**src/rtl/invmix_pkg.sv**
```systemverilog
package invmix_pkg;

    localparam int BYTE_W = 8;
    localparam int ROWS = 4;
    localparam int COL_W = BYTE_W * ROWS;
    localparam int CHAIN_DEPTH = 3;
    localparam logic [BYTE_W-1:0] RED_POLY = 8'h1B;

    typedef logic [BYTE_W-1:0] gbyte_t;

    typedef struct packed {
        gbyte_t x8;
        gbyte_t x4;
        gbyte_t x2;
        gbyte_t x1;
    } dbl_set_t;

    typedef enum logic [1:0] {
        K_0E = 2'd0,
        K_0B = 2'd1,
        K_0D = 2'd2,
        K_09 = 2'd3
    } kcoef_e;

    function automatic gbyte_t gf_double(gbyte_t v);
        gbyte_t r;
        r = {v[BYTE_W-2:0], 1'b0};
        if (v[BYTE_W-1]) begin
            r = r ^ RED_POLY;
        end
        return r;
    endfunction

endpackage

```
**src/rtl/gf_dbl_chain.sv**
```systemverilog
module gf_dbl_chain
    import invmix_pkg::*;
(
    input  gbyte_t   a_in,
    output dbl_set_t mult_out
);

    gbyte_t stage [0:CHAIN_DEPTH];

    assign stage[0] = a_in;

    for (genvar i = 1; i <= CHAIN_DEPTH; i++) begin : g_stage
        assign stage[i] = gf_double(stage[i-1]);
    end

    assign mult_out.x1 = stage[0];
    assign mult_out.x2 = stage[1];
    assign mult_out.x4 = stage[2];
    assign mult_out.x8 = stage[3];

endmodule

```
**src/rtl/gf_const_term.sv**
```systemverilog
module gf_const_term
    import invmix_pkg::*;
#(
    parameter kcoef_e K = K_0E
) (
    input  dbl_set_t mult_in,
    output gbyte_t   prod_out
);

    if (K == K_0E) begin : g_0e
        assign prod_out = mult_in.x8 ^ mult_in.x4 ^ mult_in.x2;
    end else if (K == K_0B) begin : g_0b
        assign prod_out = mult_in.x8 ^ mult_in.x2 ^ mult_in.x1;
    end else if (K == K_0D) begin : g_0d
        assign prod_out = mult_in.x8 ^ mult_in.x4 ^ mult_in.x1;
    end else begin : g_09
        assign prod_out = mult_in.x8 ^ mult_in.x1;
    end

endmodule

```
**src/rtl/invmix_column.sv**
```systemverilog
module invmix_column
    import invmix_pkg::*;
(
    input  logic [COL_W-1:0] col_in,
    output logic [COL_W-1:0] col_out
);

    dbl_set_t mults [ROWS];
    gbyte_t   term  [ROWS][ROWS];
    gbyte_t   acc   [ROWS];

    for (genvar j = 0; j < ROWS; j++) begin : g_in
        gf_dbl_chain u_chain (
            .a_in     (col_in[COL_W-1-BYTE_W*j -: BYTE_W]),
            .mult_out (mults[j])
        );
    end

    for (genvar r = 0; r < ROWS; r++) begin : g_row
        for (genvar j = 0; j < ROWS; j++) begin : g_term
            localparam int SEL = (j - r + ROWS) % ROWS;
            gf_const_term #(
                .K (kcoef_e'(SEL))
            ) u_term (
                .mult_in  (mults[j]),
                .prod_out (term[r][j])
            );
        end
    end

    always_comb begin
        for (int r = 0; r < ROWS; r++) begin
            acc[r] = '0;
            for (int j = 0; j < ROWS; j++) begin
                acc[r] = acc[r] ^ term[r][j];
            end
        end
    end

    for (genvar r = 0; r < ROWS; r++) begin : g_out
        assign col_out[COL_W-1-BYTE_W*r -: BYTE_W] = acc[r];
    end

endmodule

```
**src/rtl/invmix_unit.sv**
```systemverilog
module invmix_unit
    import invmix_pkg::*;
#(
    parameter int N_COLS = 4,
    localparam int STATE_W = N_COLS * COL_W
) (
    input  logic               clk,
    input  logic               rst,
    input  logic               in_valid,
    input  logic [STATE_W-1:0] in_state,
    output logic               out_valid,
    output logic [STATE_W-1:0] out_state
);

    typedef struct packed {
        logic               s1_vld;
        logic [STATE_W-1:0] s1_dat;
        logic               s2_vld;
        logic [STATE_W-1:0] s2_dat;
    } pipe_t;

    pipe_t              pipe_d;
    pipe_t              pipe_q;
    logic [STATE_W-1:0] mix_res;
    logic               mid_valid;

    for (genvar c = 0; c < N_COLS; c++) begin : g_col
        invmix_column u_col (
            .col_in  (pipe_q.s1_dat[STATE_W-1-COL_W*c -: COL_W]),
            .col_out (mix_res[STATE_W-1-COL_W*c -: COL_W])
        );
    end

    always_comb begin
        pipe_d = pipe_q;
        pipe_d.s1_vld = in_valid;
        if (in_valid) begin
            pipe_d.s1_dat = in_state;
        end
        pipe_d.s2_vld = pipe_q.s1_vld;
        if (pipe_q.s1_vld) begin
            pipe_d.s2_dat = mix_res;
        end
    end

    always_ff @(posedge clk) begin
        if (rst) begin
            pipe_q <= '0;
        end else begin
            pipe_q <= pipe_d;
        end
    end

    assign mid_valid = pipe_q.s1_vld;
    assign out_valid = pipe_q.s2_vld;
    assign out_state = pipe_q.s2_dat;

endmodule

```
**config.mk**
```make
export PLATFORM = sky130hd
export DESIGN_NAME = invmix_unit
export DESIGN_NICKNAME = d
export VERILOG_FILES = /design/src/rtl/invmix_pkg.sv /design/src/rtl/gf_dbl_chain.sv /design/src/rtl/gf_const_term.sv /design/src/rtl/invmix_column.sv /design/src/rtl/invmix_unit.sv
export SDC_FILE = /design/constraint.sdc
export NUM_CORES = 1
export LEC_CHECK = 0
export ABC_AREA = 1
export BUFFER_PORTS_ARGS = -buffer_cell sky130_fd_sc_hd__buf_4
export CAP_MARGIN = 5
export CORE_ASPECT_RATIO = 1.75
export CORE_MARGIN = 2
export CORE_UTILIZATION = 24
export DETAILED_ROUTE_END_ITERATION = 6
export PLACE_DENSITY = 0.42
export SLEW_MARGIN = 15
export SYNTH_ARGS = -nofsm -noshare
export SYNTH_HDL_FRONTEND = slang
export SYNTH_SLANG_ARGS = --single-unit
export TNS_END_PERCENT = 20
```
**constraint.sdc**
```tcl
create_clock -name clk -period 2.25 [get_ports clk]
set_clock_uncertainty 0.15 [all_clocks]
set_input_delay 0.225 -clock clk [delete_from_list [all_inputs] [get_ports clk]]
set_output_delay 0.225 -clock clk [all_outputs]
set_load 0.02 [all_outputs]
```
==> results of run 1 <==
-- synth_stat cells, types with 8 or more instances --
library cell  count  area share [%]
xnor2_1         191             7.3
clkbuf_1         80             1.3
nand2_1        1245              20
or2_1            10            0.27
buf_6            21             1.0
dfxtp_1         258              23
o21ai_0         208             4.5
or2_2             8            0.22
xnor2_2          12            0.85
nand2_2          80             2.2
buf_4            28            0.92
inv_1           327             5.4
a21o_1           14            0.46
inv_2            32            0.52
inv_4            13            0.36
xor2_1          360              14
nand3b_1         20            0.66
a21oi_1         174             3.8
xor2_2           27             1.9
nand2_4          16            0.79
nor2_1          211             3.5
nand3_1         235             5.1
buf_2            25            0.55
-- sequential cells by signal, summed over array words and instances (netlist names) --
signal     count
pipe_q       128
mid_valid      1
out_state    128
out_valid      1
-- critical path, delay by kind of cell, from the launching register on --
family	cells	cell delay (ns)
and+or+nand+nor	9	0.94
DFF	1	0.40
buffers and inverters	2	0.31
xor gates and xnor gates	1	0.21
-- power by group through the flow --
stage	sequential, mW	clock (mW)	combinational (mW)
after global placement	5.48	0	11.4
final	5.38	6.36	11.6
after detailed placement	5.48	0	11.4
after global routing	5.44	6.77	12.8
after floorplan	5.55	0	7.01
after CTS	5.38	6.62	11.7
-- through the flow --
step / setup TNS, ns / setup WS, ns / hold slack, ns / power (mW)
floorplan: 0 / 0.5140 / 0.2099 / 12.56
global placement: -0.1428 / -0.04829 / 0.3015 / 16.89
detailed placement: -0.1313 / -0.05061 / 0.3087 / 16.91
CTS: 0 / 0.03007 / 0.001111 / 23.69
global route: -0.1079 / -0.05274 / 0.03254 / 25.04
finish: 0 / 0.1054 / 0.01521 / 23.38
-- worst max-delay path by stage --
stage | from | depth (start not counted) | slack [ns] | endpoint
CTS | pipe_q[136] | 15 | 0.03 | out_state[12]
global route | pipe_q[192] | 12 | -0.05 | out_state[60]
floorplan | pipe_q[136] | 13 | 0.51 | out_state[6]
finish | pipe_q[192] | 12 | 0.11 | out_state[60]
detailed placement | pipe_q[136] | 11 | -0.05 | out_state[23]
global placement | pipe_q[176] | 10 | -0.05 | out_state[54]
-- cell type report --
type                       instances  area share [%]
sequential                       258           16.91
timing repair buffer             701           18.81
tap                             1208           4.917
antenna                            3         0.02442
clock inverter                    16          0.9363
multi-input combinational       2840           50.46
clock buffer                      44           3.155
inverter                         377           4.799
-- routing by layer --
| metal | global-route usage (%) | wire length, um |
|---|---|---|
| met5 | 0 | 24 |
| met2 | 40.80 | 54760 |
| met3 | 2.831 | 3921 |
| met1 | 21.13 | 38240 |
| met4 | 12.39 | 7017 |
-- what timing repair did --
item / in CTS / in global routing
gates resized for setup: 3 / 44
endpoints found under the setup margin: 5 / 37
hold endpoints to repair: 128 / 0
hold buffers: 137 / 0
-- logic make-up (layout without fill, tap and decap cells) --
logic type | Yosys count | in the layout | share of synthesized area, %
DFF | 258 | 258 | 22.57
xor gates and xnor gates | 595 | 595 | 24.46
AOI/OAI and AO/OA | 409 | 409 | 9.169
and+or+nand+nor | 1836 | 1836 | 33.45
other | 0 | 3 | 0
buffers and inverters | 538 | 1138 | 10.35
==> impl_metrics.tcl, run 1 <==
set metrics [dict create \
    p_clk_share_pct 27.2 \
    dpl.hpwl_mm 85.55 \
    crit_fanout 7 \
    synth_cell_types 37 \
    arrival_ns 2.45 \
    grt_max_degree 91 \
    antenna_found_initial 5 \
    initial_core_util_pct 24.26 \
    irDropWorstVdd_uv 598.0 \
    nNetsFinal 4344 \
    timing.rr.start "pipe_q[192]" \
    htree_levels 2 \
    cts.sinks 258 \
    hold_depth 4 \
    cpPeakStageDelay_ns 0.40 \
    regArea_sq_um 5196 \
    finalNonFillerCells 5447 \
    critPathKind "reg -> reg" \
    drive_gt1_share_pct 20.30 \
    worst_setup_path_end_kind "register" \
    ys_async_sr_fraction_pct 0 \
    r2r-end "out_state[60]" \
    cts_made_buffers 35 \
    synth_edf_count 0 \
    synth.avg_cell_area_sq_um 6.294 \
    placed_area_sq_um 27910 \
    grt_first_pass_wirelength_mm 151.7 \
    wire_per_inst_um 19.09 \
    ys_seq_area_share_pct 22.57 \
    n_fill_cell 10370 \
    setup-violations-final 0 \
    clk_pin_slew_ns 0.06 \
    min_from "rst" \
    multi_input_area_sq_um 15510 \
    viasPerCell 4.331 \
    tightest_slew_ns 0.5173 \
    r2r_slack_ns 0.11 \
    root_buffer "clkbuf_16" \
    switching_power_mw 10.01 \
    crit_path_start_kind "register" \
    portBuffers 259 \
    rsz0062_at_grt "true" \
    synth_warnings 0 \
    drtAntennaViolNets 0 \
    hold_path_class "in -> reg" \
    cts_tree "yes" \
    row_count 149 \
    internal_power_mw 13.38 \
    die_width_um 237.4 \
    powerDensity_nw_per_um2 760.8 \
    grt_overflow 0 \
    min_to "out_state[111]" \
    relSlewSlack_pct 65.15 \
    final_cell_mix "nand2_1 (1243), buf_4 (550), xor2_1 (349), inv_1 (322), dfxtp_1 (237)" \
    gp_congestion 0.9744 \
    dp.cells 5247 \
    outcome "completed" \
    cts_buffer_depth 3 \
    finalCritPeriodShare_pct 95.32 \
    crit_chain "inv_2 -> nand2_1 -> nand2_2 -> nand2_1 -> nand2_2 -> inv_1 -> nand2_1 -> nand2_1 -> xor2_1 -> nor2_1 -> nor2_1 -> nor2_1" \
    clk_latency_ns 0.60 \
    worst_ep_required_time_ns 2.56 \
    final_util_pct 32.58 \
    drt_iter0_markers 992 \
    track_usage_pct 21.02 \
    vias 23590 \
    synthFlopType "dfxtp_1" \
    ys_seq_elements 258 \
    core_area_sq_um 94330 \
    netlist_area_sq_um 22880 \
    layout_min_cycle_time_ns 2.145 \
    final_area_sq_um 30740 \
    clock.fmax_mhz 466.3 \
    maxCapViolCount 0 \
    drtPass1Iterations 6 \
    p_leak_nw 15.76 \
    synth_nets 3767 \
    grt_pass1_vias 23740 \
    slowest_stage "dfxtp_1" \
    drc 0 \
    cts_setup_buffers 0 \
    power_frac_comb_pct 49.8 \
    die-area_sq_um 97930 \
    layout_commonest_cell "nand2_1" \
    synthToLayoutAreaGrowth_pct 34.32 \
    route.final.wire_length_mm 104.0 \
    die_height_um 412.5 \
    io_pins 260 \
    synth_cells 3636 \
    worst_path_most_repeated_cell "nand2_1" \
    swShare_pct 42.79 \
    r2r_cells 12 \
    hold_viol 0 \
    pwr-share-seq_pct 23.0 \
    drv_slew 0 \
]
(Power assumes the default switching activity.)
==> inputs of run 2 (changes only) <==
--- a/config.mk
+++ b/config.mk
@@ -13,4 +13,5 @@
 export CORE_UTILIZATION = 24
 export DETAILED_ROUTE_END_ITERATION = 6
+export MAX_ROUTING_LAYER = met4
 export PLACE_DENSITY = 0.42
 export SLEW_MARGIN = 15
==> constraint.sdc (replaced) <==
create_clock -name clk -period 2.25 [get_ports clk]
set_clock_uncertainty 0.15 [all_clocks]
set_input_delay 0.3375 -clock clk [delete_from_list [all_inputs] [get_ports clk]]
set_output_delay 0.3375 -clock clk [all_outputs]
set_load 0.02 [all_outputs]
==> run 2 against run 1 <==
  * Routed wire length shrank 0.35%
  * Setup slack got worse by 0.044 ns
  * Sequential cell count stayed put
  * Cell count is 0.20% higher
  * First-iteration DRC count decreased by 5.7%
  * Non-clock buffer count grew 12
  * Total power shrank 4.1%
  * Count of clock-buffer cells in the layout up 2
==> impl_metrics.tcl, run 2 (synthesis results as in run 1) <==
set metrics [dict create \
    outcome "completed" \
    clk_pin_slew_ns 0.06 \
    powerDensity_nw_per_um2 732.3 \
    crit_fanout 5 \
    cts_made_buffers 31 \
    setup-violations-final 0 \
    die_height_um 412.5 \
    cpPeakStageDelay_ns 0.38 \
    finalCritPeriodShare_pct 97.26 \
    worst_path_most_repeated_cell "nand2_1" \
    route.final.wire_length_mm 103.6 \
    vias 23540 \
    drtAntennaViolNets 0 \
    grt_overflow 0 \
    maxCapViolCount 0 \
    critPathKind "reg -> reg" \
    track_usage_pct 21.53 \
    root_buffer "clkbuf_16" \
    placed_area_sq_um 28110 \
    clock.fmax_mhz 457.0 \
    irDropWorstVdd_uv 547.1 \
    grt_pass1_vias 23730 \
    grt_first_pass_wirelength_mm 151.2 \
    drt_iter0_markers 935 \
    layout_min_cycle_time_ns 2.188 \
    rsz0062_at_grt "true" \
    multi_input_area_sq_um 15470 \
    row_count 149 \
    swShare_pct 43.64 \
    portBuffers 259 \
    cp.buffers_inverters 2 \
    core_area_sq_um 94330 \
    htree_levels 1 \
    io_pins 260 \
    drv_slew 0 \
    critPathTopFamily "simple AND/OR/NAND/NOR gates" \
    nNetsFinal 4352 \
    drive_gt1_share_pct 20.08 \
    initial_core_util_pct 24.26 \
    crit_path_start_kind "register" \
    cts_setup_buffers 0 \
    finalNonFillerCells 5458 \
    drc 0 \
    hold_viol 0 \
    worst_setup_path_end_kind "register" \
    regArea_sq_um 5179 \
    slowest_stage "dfxtp_1" \
    clk_latency_ns 0.62 \
    tightest_slew_ns 0.5140 \
    cts.sinks 258 \
    gp_congestion 0.9928 \
    layout_commonest_cell "nand2_1" \
    synthToLayoutAreaGrowth_pct 33.87 \
    final_cell_mix "nand2_1 (1243), buf_4 (559), xor2_1 (351), inv_1 (323), dfxtp_1 (249)" \
    dp.cells 5263 \
    cts_buffer_depth 3 \
    grt_max_degree 68 \
    viasPerCell 4.313 \
    drtPass1Iterations 7 \
    switching_power_mw 9.789 \
    cts_tree "yes" \
    die-area_sq_um 97930 \
    crit_chain "xnor2_2 -> inv_1 -> nand2_1 -> nand2_1 -> nand2_1 -> nand2_1 -> xor2_1 -> buf_4 -> nor2_1 -> nor2_1 -> nor2_1" \
    internal_power_mw 12.64 \
    die_width_um 237.4 \
    n_fill_cell 10420 \
    hold_path_class "in -> reg" \
    wire_per_inst_um 18.98 \
    pwr-share-seq_pct 24.0 \
    relSlewSlack_pct 65.37 \
    worst_ep_required_time_ns 2.61 \
    antenna_found_initial 8 \
    final_area_sq_um 30630 \
    p_leak_nw 15.72 \
    arrival_ns 2.55 \
    p_clk_share_pct 23.9 \
    power_frac_comb_pct 52.2 \
    dpl.hpwl_mm 87.38 \
]
run 2: cell types whose count changed in the layout (fill, tap and decap cells not counted), sizes merged:
cell         previous run  this run
bufinv                  7         3
clkbuf                 44        46
clkinvlp                4         1
diode                   3         7
inv                   375       376
dlygate4sd3           137       133
clkinv                  7         6
buf                   564       580
run 2: per-stage QoR:
step	TNS [ns]	power, mW	utilization, %	hold slack, ns	setup slack, ns
global route	-0.08679	24.07	32.47	0.04548	-0.05224
global placement	0	16.98	29.80	0.3132	0.006254
CTS	0	22.74	32.31	0.01281	0.04999
finish	0	22.43	32.47	0.05724	0.06162
detailed placement	-0.005116	16.99	29.80	0.3211	-0.005116
floorplan	0	12.56	-	0.2980	0.5140
run 2: final timing paths:
kind	from	endpoint	slack, ns	cells after the start
setup / recovery	pipe_q[206]	out_state[68]	0.06	11
hold reg to reg	pipe_q[130]	pipe_q[130]	0.33	2
setup reg to reg	pipe_q[206]	out_state[68]	0.06	11
hold / removal	in_state[40]	pipe_q[169]	0.06	4
run 2: routing by layer:
metal	share of wire [%]	GRT usage, %	up-vias
met1	36	20.88	10490
met4	7.4	13.51	0
li1	-	-	12300
met3	3.9	2.677	219
met5	0	-	-
met2	52	40.32	531
run 2: final cells by class:
cell class	count	share of cell area, %
antenna	7	0.05718
clock buffer	46	2.945
clock inverter	9	0.4370
inverter	377	4.816
multi-input combinational	2840	50.52
sequential	258	16.91
tap	1208	4.934
timing repair buffer	713	19.39
run 2: what timing repair did:
item | CTS | global route
hold buffers | 133 | 0
pin swaps | 0 | 0
endpoints found under the setup margin | 1 | 26
endpoints found under the hold margin | 127 | 0
gates resized for setup | 1 | 28
run 2: power by group through the flow:
stage,Sequential (mW),Clock (mW),Combinational [mW]
finish,5.37,5.36,11.7
global route,5.43,5.73,12.9
CTS,5.38,5.60,11.8
detailed placement,5.48,0,11.5
global placement,5.48,0,11.5
floorplan,5.55,0,7.01
run 2: tightest hold or removal path, cell delays in order:
cell and delay, ns:
buf_4 0.08, o21ai_0 0.08, buf_4 0.17, a21oi_1 0.11
